### src/rtl/dsp_mac_pkg.sv
package dsp_mac_pkg;
  localparam int DW    = 16;
  localparam int AW    = 40;
  localparam int SHW   = 6;
  localparam int MAXSH = 16;
  localparam int NACC  = 2;

  typedef enum logic [1:0] {
    OP_MAC = 2'b00,
    OP_MPY = 2'b01,
    OP_ADD = 2'b10,
    OP_SHF = 2'b11
  } op_e;
endpackage

### src/rtl/mac_mult.sv
module mac_mult #(
  parameter int DW = dsp_mac_pkg::DW,
  parameter int AW = dsp_mac_pkg::AW
) (
  input  logic [DW-1:0] a_i,
  input  logic [DW-1:0] b_i,
  input  logic          a_signed_i,
  input  logic          b_signed_i,
  input  logic          frac_i,
  output logic [AW-1:0] prod_o
);
  localparam int PW = 2*DW + 2;

  logic signed [DW:0]   ea, eb;
  logic signed [PW-1:0] p;
  logic signed [AW-1:0] pe;

  always_comb begin
    ea = $signed({a_signed_i & a_i[DW-1], a_i});
    eb = $signed({b_signed_i & b_i[DW-1], b_i});
    p  = ea * eb;
    pe = AW'(p);
    // fractional: 1.15 x 1.15 -> 1.31, exact for -1 x -1 thanks to guard bits
    prod_o = frac_i ? pe <<< 1 : pe;
  end
endmodule

### src/rtl/mac_addsub.sv
module mac_addsub #(
  parameter int AW = dsp_mac_pkg::AW
) (
  input  logic [AW-1:0] x_i,
  input  logic [AW-1:0] y_i,
  input  logic          sub_i,
  input  logic          sat_en_i,
  output logic [AW-1:0] res_o,
  output logic          clamp_o
);
  localparam logic [AW-1:0] MAX_V = {1'b0, {(AW-1){1'b1}}};
  localparam logic [AW-1:0] MIN_V = {1'b1, {(AW-1){1'b0}}};

  logic [AW:0] xe, ye, s;
  logic        wrap;

  always_comb begin
    xe      = {x_i[AW-1], x_i};
    ye      = {y_i[AW-1], y_i};
    s       = sub_i ? xe - ye : xe + ye;
    wrap    = s[AW] ^ s[AW-1];
    clamp_o = wrap & sat_en_i;
    if (clamp_o) res_o = s[AW] ? MIN_V : MAX_V;
    else         res_o = s[AW-1:0];
  end
endmodule

### src/rtl/mac_shifter.sv
module mac_shifter #(
  parameter int AW    = dsp_mac_pkg::AW,
  parameter int SHW   = dsp_mac_pkg::SHW,
  parameter int MAXSH = dsp_mac_pkg::MAXSH
) (
  input  logic [AW-1:0]  x_i,
  input  logic [SHW-1:0] amt_i,
  input  logic           sat_en_i,
  output logic [AW-1:0]  res_o,
  output logic           clamp_o
);
  localparam int EW = AW + MAXSH;
  localparam logic [AW-1:0] MAX_V = {1'b0, {(AW-1){1'b1}}};
  localparam logic [AW-1:0] MIN_V = {1'b1, {(AW-1){1'b0}}};

  logic [SHW-1:0]       mag_raw, mag;
  logic signed [AW-1:0] xs;
  logic [EW-1:0]        wide;
  logic [EW-AW:0]       top;
  logic                 fits;

  always_comb begin
    mag_raw = amt_i[SHW-1] ? -amt_i : amt_i;
    mag     = (mag_raw > SHW'(MAXSH)) ? SHW'(MAXSH) : mag_raw;
    xs      = $signed(x_i);
    wide    = {{MAXSH{x_i[AW-1]}}, x_i} << mag;
    top     = wide[EW-1:AW-1];
    fits    = (&top) | ~(|top);
    clamp_o = 1'b0;
    if (!amt_i[SHW-1]) begin
      res_o = xs >>> mag;
    end else if (!fits && sat_en_i) begin
      res_o   = wide[EW-1] ? MIN_V : MAX_V;
      clamp_o = 1'b1;
    end else begin
      res_o = wide[AW-1:0];
    end
  end
endmodule

### src/rtl/dsp_mac_engine.sv
module dsp_mac_engine
  import dsp_mac_pkg::*;
#(
  parameter int DW    = dsp_mac_pkg::DW,
  parameter int AW    = dsp_mac_pkg::AW,
  parameter int SHW   = dsp_mac_pkg::SHW,
  parameter int MAXSH = dsp_mac_pkg::MAXSH
) (
  input  logic              clk_i,
  input  logic              rst_ni,
  input  logic              valid_i,
  input  logic [1:0]        op_i,
  input  logic              acc_sel_i,
  input  logic [DW-1:0]     a_i,
  input  logic [DW-1:0]     b_i,
  input  logic              a_signed_i,
  input  logic              b_signed_i,
  input  logic              frac_i,
  input  logic              sub_i,
  input  logic              sat_en_i,
  input  logic [SHW-1:0]    shamt_i,
  output logic [NACC*AW-1:0] acc_o,
  output logic [NACC-1:0]   ovf_o,
  output logic [NACC-1:0]   sat_o
);
  localparam int GB = 2*DW - 1; // lowest bit of the guard-check window

  op_e           op;
  logic [AW-1:0] acc_q [NACC];
  logic [AW-1:0] src, oth, prod, addend, add_res, shf_res, res;
  logic          add_clamp, shf_clamp, clamp, guard_bad;

  assign op     = op_e'(op_i);
  assign src    = acc_q[acc_sel_i];
  assign oth    = acc_q[~acc_sel_i];
  assign addend = (op == OP_ADD) ? oth : prod;

  mac_mult #(.DW(DW), .AW(AW)) u_mult (
    .a_i(a_i), .b_i(b_i), .a_signed_i(a_signed_i), .b_signed_i(b_signed_i),
    .frac_i(frac_i), .prod_o(prod)
  );

  mac_addsub #(.AW(AW)) u_addsub (
    .x_i(src), .y_i(addend), .sub_i(sub_i), .sat_en_i(sat_en_i),
    .res_o(add_res), .clamp_o(add_clamp)
  );

  mac_shifter #(.AW(AW), .SHW(SHW), .MAXSH(MAXSH)) u_shf (
    .x_i(src), .amt_i(shamt_i), .sat_en_i(sat_en_i),
    .res_o(shf_res), .clamp_o(shf_clamp)
  );

  always_comb begin
    unique case (op)
      OP_MPY:  begin res = prod;    clamp = 1'b0;      end
      OP_SHF:  begin res = shf_res; clamp = shf_clamp; end
      default: begin res = add_res; clamp = add_clamp; end
    endcase
    guard_bad = ~((&res[AW-1:GB]) | ~(|res[AW-1:GB]));
  end

  logic [NACC-1:0] ovf_q, sat_q;

  for (genvar g = 0; g < NACC; g++) begin : g_acc
    always_ff @(posedge clk_i or negedge rst_ni) begin
      if (!rst_ni) begin
        acc_q[g] <= '0;
        ovf_q[g] <= 1'b0;
        sat_q[g] <= 1'b0;
      end else if (valid_i && (acc_sel_i == 1'(g))) begin
        acc_q[g] <= res;
        ovf_q[g] <= ovf_q[g] | guard_bad;
        sat_q[g] <= sat_q[g] | clamp;
      end
    end
    assign acc_o[g*AW +: AW] = acc_q[g];
  end

  assign ovf_o = ovf_q;
  assign sat_o = sat_q;
endmodule

### config.mk
export PLATFORM = sky130hd
export DESIGN_NAME = dsp_mac_engine
export DESIGN_NICKNAME = d
export VERILOG_FILES = /design/src/rtl/dsp_mac_pkg.sv /design/src/rtl/mac_mult.sv /design/src/rtl/mac_addsub.sv /design/src/rtl/mac_shifter.sv /design/src/rtl/dsp_mac_engine.sv
export SDC_FILE = /design/constraint.sdc
export NUM_CORES = 2
export LEC_CHECK = 0
export BUFFER_PORTS_ARGS = -buffer_cell sky130_fd_sc_hd__buf_2
export CORE_UTILIZATION = 55
export CTS_CLUSTER_SIZE = 14
export DETAILED_ROUTE_END_ITERATION = 16
export PLACE_DENSITY = 0.73
export SLEW_MARGIN = 5
export SYNTH_ARGS = -nofsm -noshare
export SYNTH_HDL_FRONTEND = slang
export SYNTH_SLANG_ARGS = --single-unit
### constraint.sdc
create_clock -name clk_i -period 9.42 [get_ports clk_i]
set_input_delay 0.471 -clock clk_i [delete_from_list [all_inputs] [get_ports clk_i]]
set_output_delay 0.471 -clock clk_i [all_outputs]
set_load 0.01 [all_outputs]
### After elaboration in Yosys (flattened, before gate mapping)

Index checks and enable logic that the tools add are counted.

| storage, ports and cells | value |
|---|---|
| bits in registers | 84 |
| word-level logic and storage cells | 62 |
| output and inout port bits | 84 |
| input port bits | 49 |

| operators by class | value |
|---|---|
| multiply operators | 1 |
| reduce and logical (&&, ||, !) cells | 8 |
| bitwise operators | 16 |
| muxes and demuxes | 20 |
| magnitude comparators | 3 |
| shift-type cells | 2 |
| eq/ne operators | 3 |
| $add $sub $neg | 3 |

Operators with widths:

| operator | number |
|---|---|
| two-way mux 40 bit | 12 |
| case mux 40 bit (2 select lines) | 1 |
| left shift 56 x 6 -> 56 bit | 1 |
| adder 40 x 40 -> 41 bit | 1 |
| two-way mux 41 bit | 1 |
| subtractor 40 x 40 -> 41 bit | 1 |
| >>> shifter 40 x 6 -> 40 bit | 1 |
| multiplier 17 x 17 -> 34 bit | 1 |
| two-way mux 34 bit | 1 |
| AND reduction 17 bit | 1 |
| OR reduction 17 bit | 1 |
| two-way mux 6 bit | 2 |
| AND reduction 9 bit | 1 |
| OR reduction 9 bit | 1 |
| greater-than comparator 6 x 5 -> 1 bit (second input constant) | 1 |
| negation 6 bit | 1 |
| OR 1 bit | 6 |
| == test 2 bit (second input constant) | 2 |
| >= comparator 2 bit (second input constant) | 2 |
| inverter 1 bit | 4 |
| inverter 1 -> 2 bit | 2 |
| bitwise AND 1 bit | 3 |
| logical AND 1 bit | 3 |
| == test 2 x 1 -> 1 bit (second input constant) | 1 |
| 4 further kinds | 5 |

### Depth between registers and ports, before layout

| logic depth | value |
|---|---|
| depth in word-level cells | 18 |
| mapped depth | 50 |
| mapped depth without buffers | 46 |

### By module

A second synthesis with hierarchy kept.

| second synthesis, totals | value |
|---|---|
| cells, all modules | 3,290 |
| area, all modules | 25,483.2 um^2 |

Modules (own cells, without submodules):

| module | cells each | area each (um^2) | times used | seq. area each (um^2) |
|---|---|---|---|---|
| mac_mult | 1,262 | 11,272.1 | 1 | 0.0 |
| mac_shifter | 927 | 5,706.7 | 1 | 0.0 |
| dsp_mac_engine | 581 | 5,104.9 | 1 | 2,102.0 |
| mac_addsub | 520 | 3,399.5 | 1 | 0.0 |

### Worst setup path after synthesis

No wires, ideal clock.

| path | value |
|---|---|
| kind | input-to-reg |
| from | in a_signed_i |
| to | reg ovf_q[0], in the netlist ovf_o[0] |
| slack | -1.737 ns |
| stages on the path | 43 |
| setup time | 0.147 ns |
| data required time | 9.273 ns |
| arrival time | 11.010 ns |
| cell sequence | and2_1 -> clkbuf_1 -> nand2_1 -> inv_1 -> fa_1 -> inv_1 -> fa_1 -> inv_1 -> fa_1 -> fa_1 -> fa_1 -> fa_1 -> ha_1 -> clkbuf_1 -> and3_1 -> nand2_1 -> or4_1 -> o21a_1 -> [... 7 more ...] -> o211ai_1 -> o22ai_1 -> a32oi_1 -> ha_1 -> and3_1 -> and2_1 -> a21oi_1 -> nand2_1 -> a21o_1 -> nor4_2 -> or4b_4 -> a31oi_4 -> nor3_2 -> o22a_1 -> o311a_1 -> or4_4 -> nor2_1 -> a221oi_1 |

| on the way | value |
|---|---|
| word-level cells in the longest chain between the ends | 15 |
| elaborated cells between the ends (all ways) | 18 |
| classes of those cells | add/sub: 2; mul: 1; mux: 6; bitwise: 7; reduce/logical: 2 |

RTL lines:

| item | RTL line | text |
|---|---|---|
| from (decl) | dsp_mac_engine.sv:16 | `input logic a_signed_i,` |
| bitwise AND 1 bit * | mac_mult.sv:19 | `ea = $signed({a_signed_i & a_i[DW-1], a_i});` |
| multiplier 17 x 17 -> 34 bit * | mac_mult.sv:21 | `p = ea * eb;` |
| two-way mux 34 bit | mac_mult.sv:24 | `prod_o = frac_i ? pe <<< 1 : pe;` |
| two-way mux 40 bit | dsp_mac_engine.sv:36 | `assign addend = (op == OP_ADD) ? oth : prod;` |
| adder 40 x 40 -> 41 bit or subtractor 40 x 40 -> 41 bit (tied branches) | mac_addsub.sv:20 | `s = sub_i ? xe - ye : xe + ye;` |
| two-way mux 41 bit | mac_addsub.sv:20 |  |
| bitwise XOR 1 bit | mac_addsub.sv:21 | `wrap = s[AW] ^ s[AW-1];` |
| bitwise AND 1 bit | mac_addsub.sv:22 | `clamp_o = wrap & sat_en_i;` |
| two-way mux 40 bit | mac_addsub.sv:23 | `if (clamp_o) res_o = s[AW] ? MIN_V : MAX_V;` |
| case mux 40 bit (2 select lines) * | dsp_mac_engine.sv:54 | `unique case (op)` |
| OR reduction 9 bit | dsp_mac_engine.sv:59 | `guard_bad = ~((&res[AW-1:GB]) \| ~(\|res[AW-1:GB]));` |
| inverter 1 bit | dsp_mac_engine.sv:59 |  |
| OR 1 bit * | dsp_mac_engine.sv:59 |  |
| inverter 1 bit * | dsp_mac_engine.sv:59 |  |
| OR 1 bit * | dsp_mac_engine.sv:72 | `ovf_q[g] <= ovf_q[g] \| guard_bad;` |
| to (signal, indexed assignment) | dsp_mac_engine.sv:72 |  |
| to (decl) | dsp_mac_engine.sv:62 | `logic [NACC-1:0] ovf_q, sat_q;` |

Every way passes the cells marked *; elsewhere a longest branch is shown, timed or not.
A chain may end at the register's enable or synchronous reset.

### Worst setup path in the final report

| path | value |
|---|---|
| from | in b_i[6] |
| to | reg ovf_q[1], in the netlist ovf_o[1] |

| on the way | value |
|---|---|
| word-level cells in the longest chain between the ends | 14 |
| elaborated cells between the ends (all ways) | 17 |
| classes of those cells | add/sub: 2; mul: 1; mux: 6; bitwise: 6; reduce/logical: 2 |

RTL lines:

| item | RTL line | text |
|---|---|---|
| from (decl) | dsp_mac_engine.sv:15 | `input logic [DW-1:0] b_i,` |
| multiplier 17 x 17 -> 34 bit * | mac_mult.sv:21 |  |
| two-way mux 34 bit | mac_mult.sv:24 |  |
| two-way mux 40 bit | dsp_mac_engine.sv:36 |  |
| adder 40 x 40 -> 41 bit or subtractor 40 x 40 -> 41 bit (tied branches) | mac_addsub.sv:20 |  |
| two-way mux 41 bit | mac_addsub.sv:20 |  |
| bitwise XOR 1 bit | mac_addsub.sv:21 |  |
| bitwise AND 1 bit | mac_addsub.sv:22 |  |
| two-way mux 40 bit | mac_addsub.sv:23 |  |
| case mux 40 bit (2 select lines) * | dsp_mac_engine.sv:54 |  |
| OR reduction 9 bit | dsp_mac_engine.sv:59 |  |
| inverter 1 bit | dsp_mac_engine.sv:59 |  |
| OR 1 bit * | dsp_mac_engine.sv:59 |  |
| inverter 1 bit * | dsp_mac_engine.sv:59 |  |
| OR 1 bit * | dsp_mac_engine.sv:72 |  |

Marks and branches as above.

==> metrics.yaml <==
synthesis:
  synth_edf_count: 0
  synthArstFlopShare_pct: 100
  synth.top_cell.area_share_pct: 23.0
  synth.area.top_cells: "sky130_fd_sc_hd__fa_1, sky130_fd_sc_hd__dfrtp_1, sky130_fd_sc_hd__nand2_1"
  syn_inst: 3344
  synthFlopType: "sky130_fd_sc_hd__dfrtp_1"
  synth_top_area_cell: "sky130_fd_sc_hd__fa_1"
  avgSynthCellArea_um2: 7.74
  yosysSeqAreaShare_pct: 8.13
  ys_warn_count: 0
  ffs_latches_synth: 84
  postSynthNetCount: 3818
  synthDistinctLibCells: 109
  syn-cell-area_um2: 25900
cells_and_area:
  post-route-util_pct: 68.8
  most_frequent_standard_cell_in_the_layout_excluding_fill_and_tap_cells: "sky130_fd_sc_hd__buf_4"
  ratio_of_cells_with_drive_above_1_in_the_final_layout_pct: 25.5
  design.final.nets: 4233
  mostFrequentLayoutCells: "sky130_fd_sc_hd__buf_4, sky130_fd_sc_hd__nand2_1, sky130_fd_sc_hd__inv_1, sky130_fd_sc_hd__fa_1, sky130_fd_sc_hd__nor2_1"
  area_growth_syn_to_layout_pct: 23.6
  fillerInstances: 3871
  num_antenna_cells: 0
sta:
  timing.final.setup_violations: 84
  layout_setup_ws_ps: -1070
  holdWs_ps: 40.2
  finalClockSkew_ps: 15.6
  timing.final.max_slew_violations: 0
  rsz0062_at_grt: "yes"
  worstMarginPinSlew_ps: 1210
  finalCritPeriodShare_pct: 111
  max_freq_ghz: 0.0953
  relative_slew_margins_pct: 19.1
  period_minus_slack_ps: 10490
  endpoints_failing_hold: 0
clock_tree:
  cts.root.buffer_cell: "sky130_fd_sc_hd__clkbuf_16"
  ctsLongestPathBuffers: 2
  ctsHtreeMaxLevel: 3
  cts.clk_slew.worst_paths_ps: 80
  cts_sinks: 84
  clk_lat_worst_skew_ps: 380
  numCtsBuffers: 9
  tritoncts: "yes"
global_route:
  gr-usage-all-layers_pct: 40.0
  grt_pass1_wl_um: 148000
  grt_max_degree: 78
  globalRouteOverflowTotal: 0
  number_of_antenna_violations_at_the_first_check_in_global_routing: 1
  grt_pass1_vias: 26800
die:
  dieWidth_um: 219
  coreArea_um2: 46500
  die_area_um2: 47900
  ios: 133
  vertical_extent_of_the_die_um: 219
  core.rowCount: 79
  start_util_pct: 55.7
setup_path:
  critPathCaptureType: "flip-flop"
  timing.critical_path.fanout_max: 7
  criticalPathCategory: "in2reg"
  worstSetupStartpointType: "primary input"
  worst_path_most_repeated_cell: "sky130_fd_sc_hd__buf_4"
  worstPathRequired_ps: 9660
  cp_slowest_stage_delay_ps: 550
  crit_arrival_ps: 10730
  worst-r2r-setup-slack_ps: 2500
  critical_path.slowest_cell: "sky130_fd_sc_hd__fa_1"
drt:
  post_drt_via_cell_ratio: 6.30
  route.final.wire_length_um: 96700
  drt_drc_violations_left: 0
  route.vias.total: 27500
  postRouteAntennaNets: 0
  drtPass1Iterations: 6
  initialDrtViolationCount: 3112
  wl_per_cell_um: 22.1
place:
  routabilityCongestion: 1.05
  dp_hpwl_um: 76600
  io_buffers: 132
outcome:
  outcome: "complete, but fails checks"
  violated_checks: "negative setup slack"
flow_run:
  drv.max_cap_violation_count: 0
worst_hold_path:
  hold_path_class: "in2async"
[metrics by stage]
stage / setup slack (ps) / instance area, um^2 / setup TNS [ps] / cells
2_1_floorplan: -980 / 26100 / -43380 / 3344
3_3_place_gp: -1500 / 30000 / -101880 / 4315
3_5_place_dp: -1690 / 30000 / -117350 / 4315
4_1_cts: -982 / 30700 / -60670 / 4344
5_1_grt: -1480 / 32000 / -99560 / 4371
6_report: -1070 / 32000 / -66710 / 4371
[critical path: cells and delay by family]
| kind | cells | cell delay [ps] |
|---|---|---|
| buf+inv | 12 | 1360 |
| compound gates | 10 | 1570 |
| simple gates | 14 | 3360 |
| xor+xnor | 2 | 610 |
| fa+ha+maj | 8 | 3350 |
[synth_stat cells (all sizes together) (17+ instances only)]
| master | instances |
|---|---|
| nand4 | 17 |
| xor2 | 44 |
| and2 | 133 |
| mux2i | 144 |
| fa | 297 |
| dfrtp | 84 |
| a21oi | 222 |
| nor2 | 245 |
| o211ai | 84 |
| nor2b | 20 |
| ha | 128 |
| buf | 81 |
| nand2b | 21 |
| xnor2 | 71 |
| o21ai | 259 |
| o21a | 20 |
| a21o | 33 |
| nor3 | 44 |
| nand2 | 438 |
| and3 | 26 |
| nand3 | 38 |
| inv | 358 |
| a31oi | 37 |
| a211oi | 58 |
| mux2 | 55 |
| clkbuf | 131 |
[per-layer routing]
layer	global-route usage [%]	part of all wire (%)
met1	56.0	41
met2	61.9	44
met3	6.47	10
met4	14.9	4.1
met5	0	0
[final timing paths]
kind                           start  cells past startpoint        end
min                           rst_ni                      1  acc_o[42]
min in group clk_i           valid_i                      3  acc_o[67]
max                           b_i[6]                     46   ovf_o[1]
max in group asynchronous     rst_ni                      2  acc_o[37]
max reg2reg                acc_o[41]                     30   ovf_o[1]
min reg2reg                 sat_o[0]                      1   sat_o[0]
[cells by family after synthesis]
family	Yosys count	synth area share, %
flip-flops	84	8.13
AND/OR/NAND/NOR	1050	18.9
AO/OA/AOI/OAI	897	23.0
buffers and inverters	573	8.80
XOR/XNOR	115	3.92
adder cells (fa/ha/maj)	425	29.2
multiplexers	200	8.11
[state kept, by name, summed over array words and instances (netlist names)]
name	cells
ovf_o	2
acc_o	80
sat_o	2
[repair_timing]
action,CTS,global route
gates resized for setup,87,272
hold endpoints to repair,0,0
pin swaps,26,76
hold buffers,0,0
setup endpoints to repair,84,84
gates cloned,0,2
buffers inserted,13,25
[final cells by class]
| cell class | count | area, um^2 | share of cell area [%] |
|---|---|---|---|
| sequential | 84 | 2100 | 6.58 |
| timing repair buffer | 615 | 4610 | 14.4 |
| clock buffer | 9 | 225 | 0.705 |
| clock inverter | 7 | 65.1 | 0.204 |
| tap | 607 | 759 | 2.38 |
| inverter | 361 | 1360 | 4.26 |
| multi-input combinational | 2688 | 22800 | 71.4 |
Power is not shown: default switching activity piles up to over one toggle a cycle in this logic, so the estimate is an artifact.
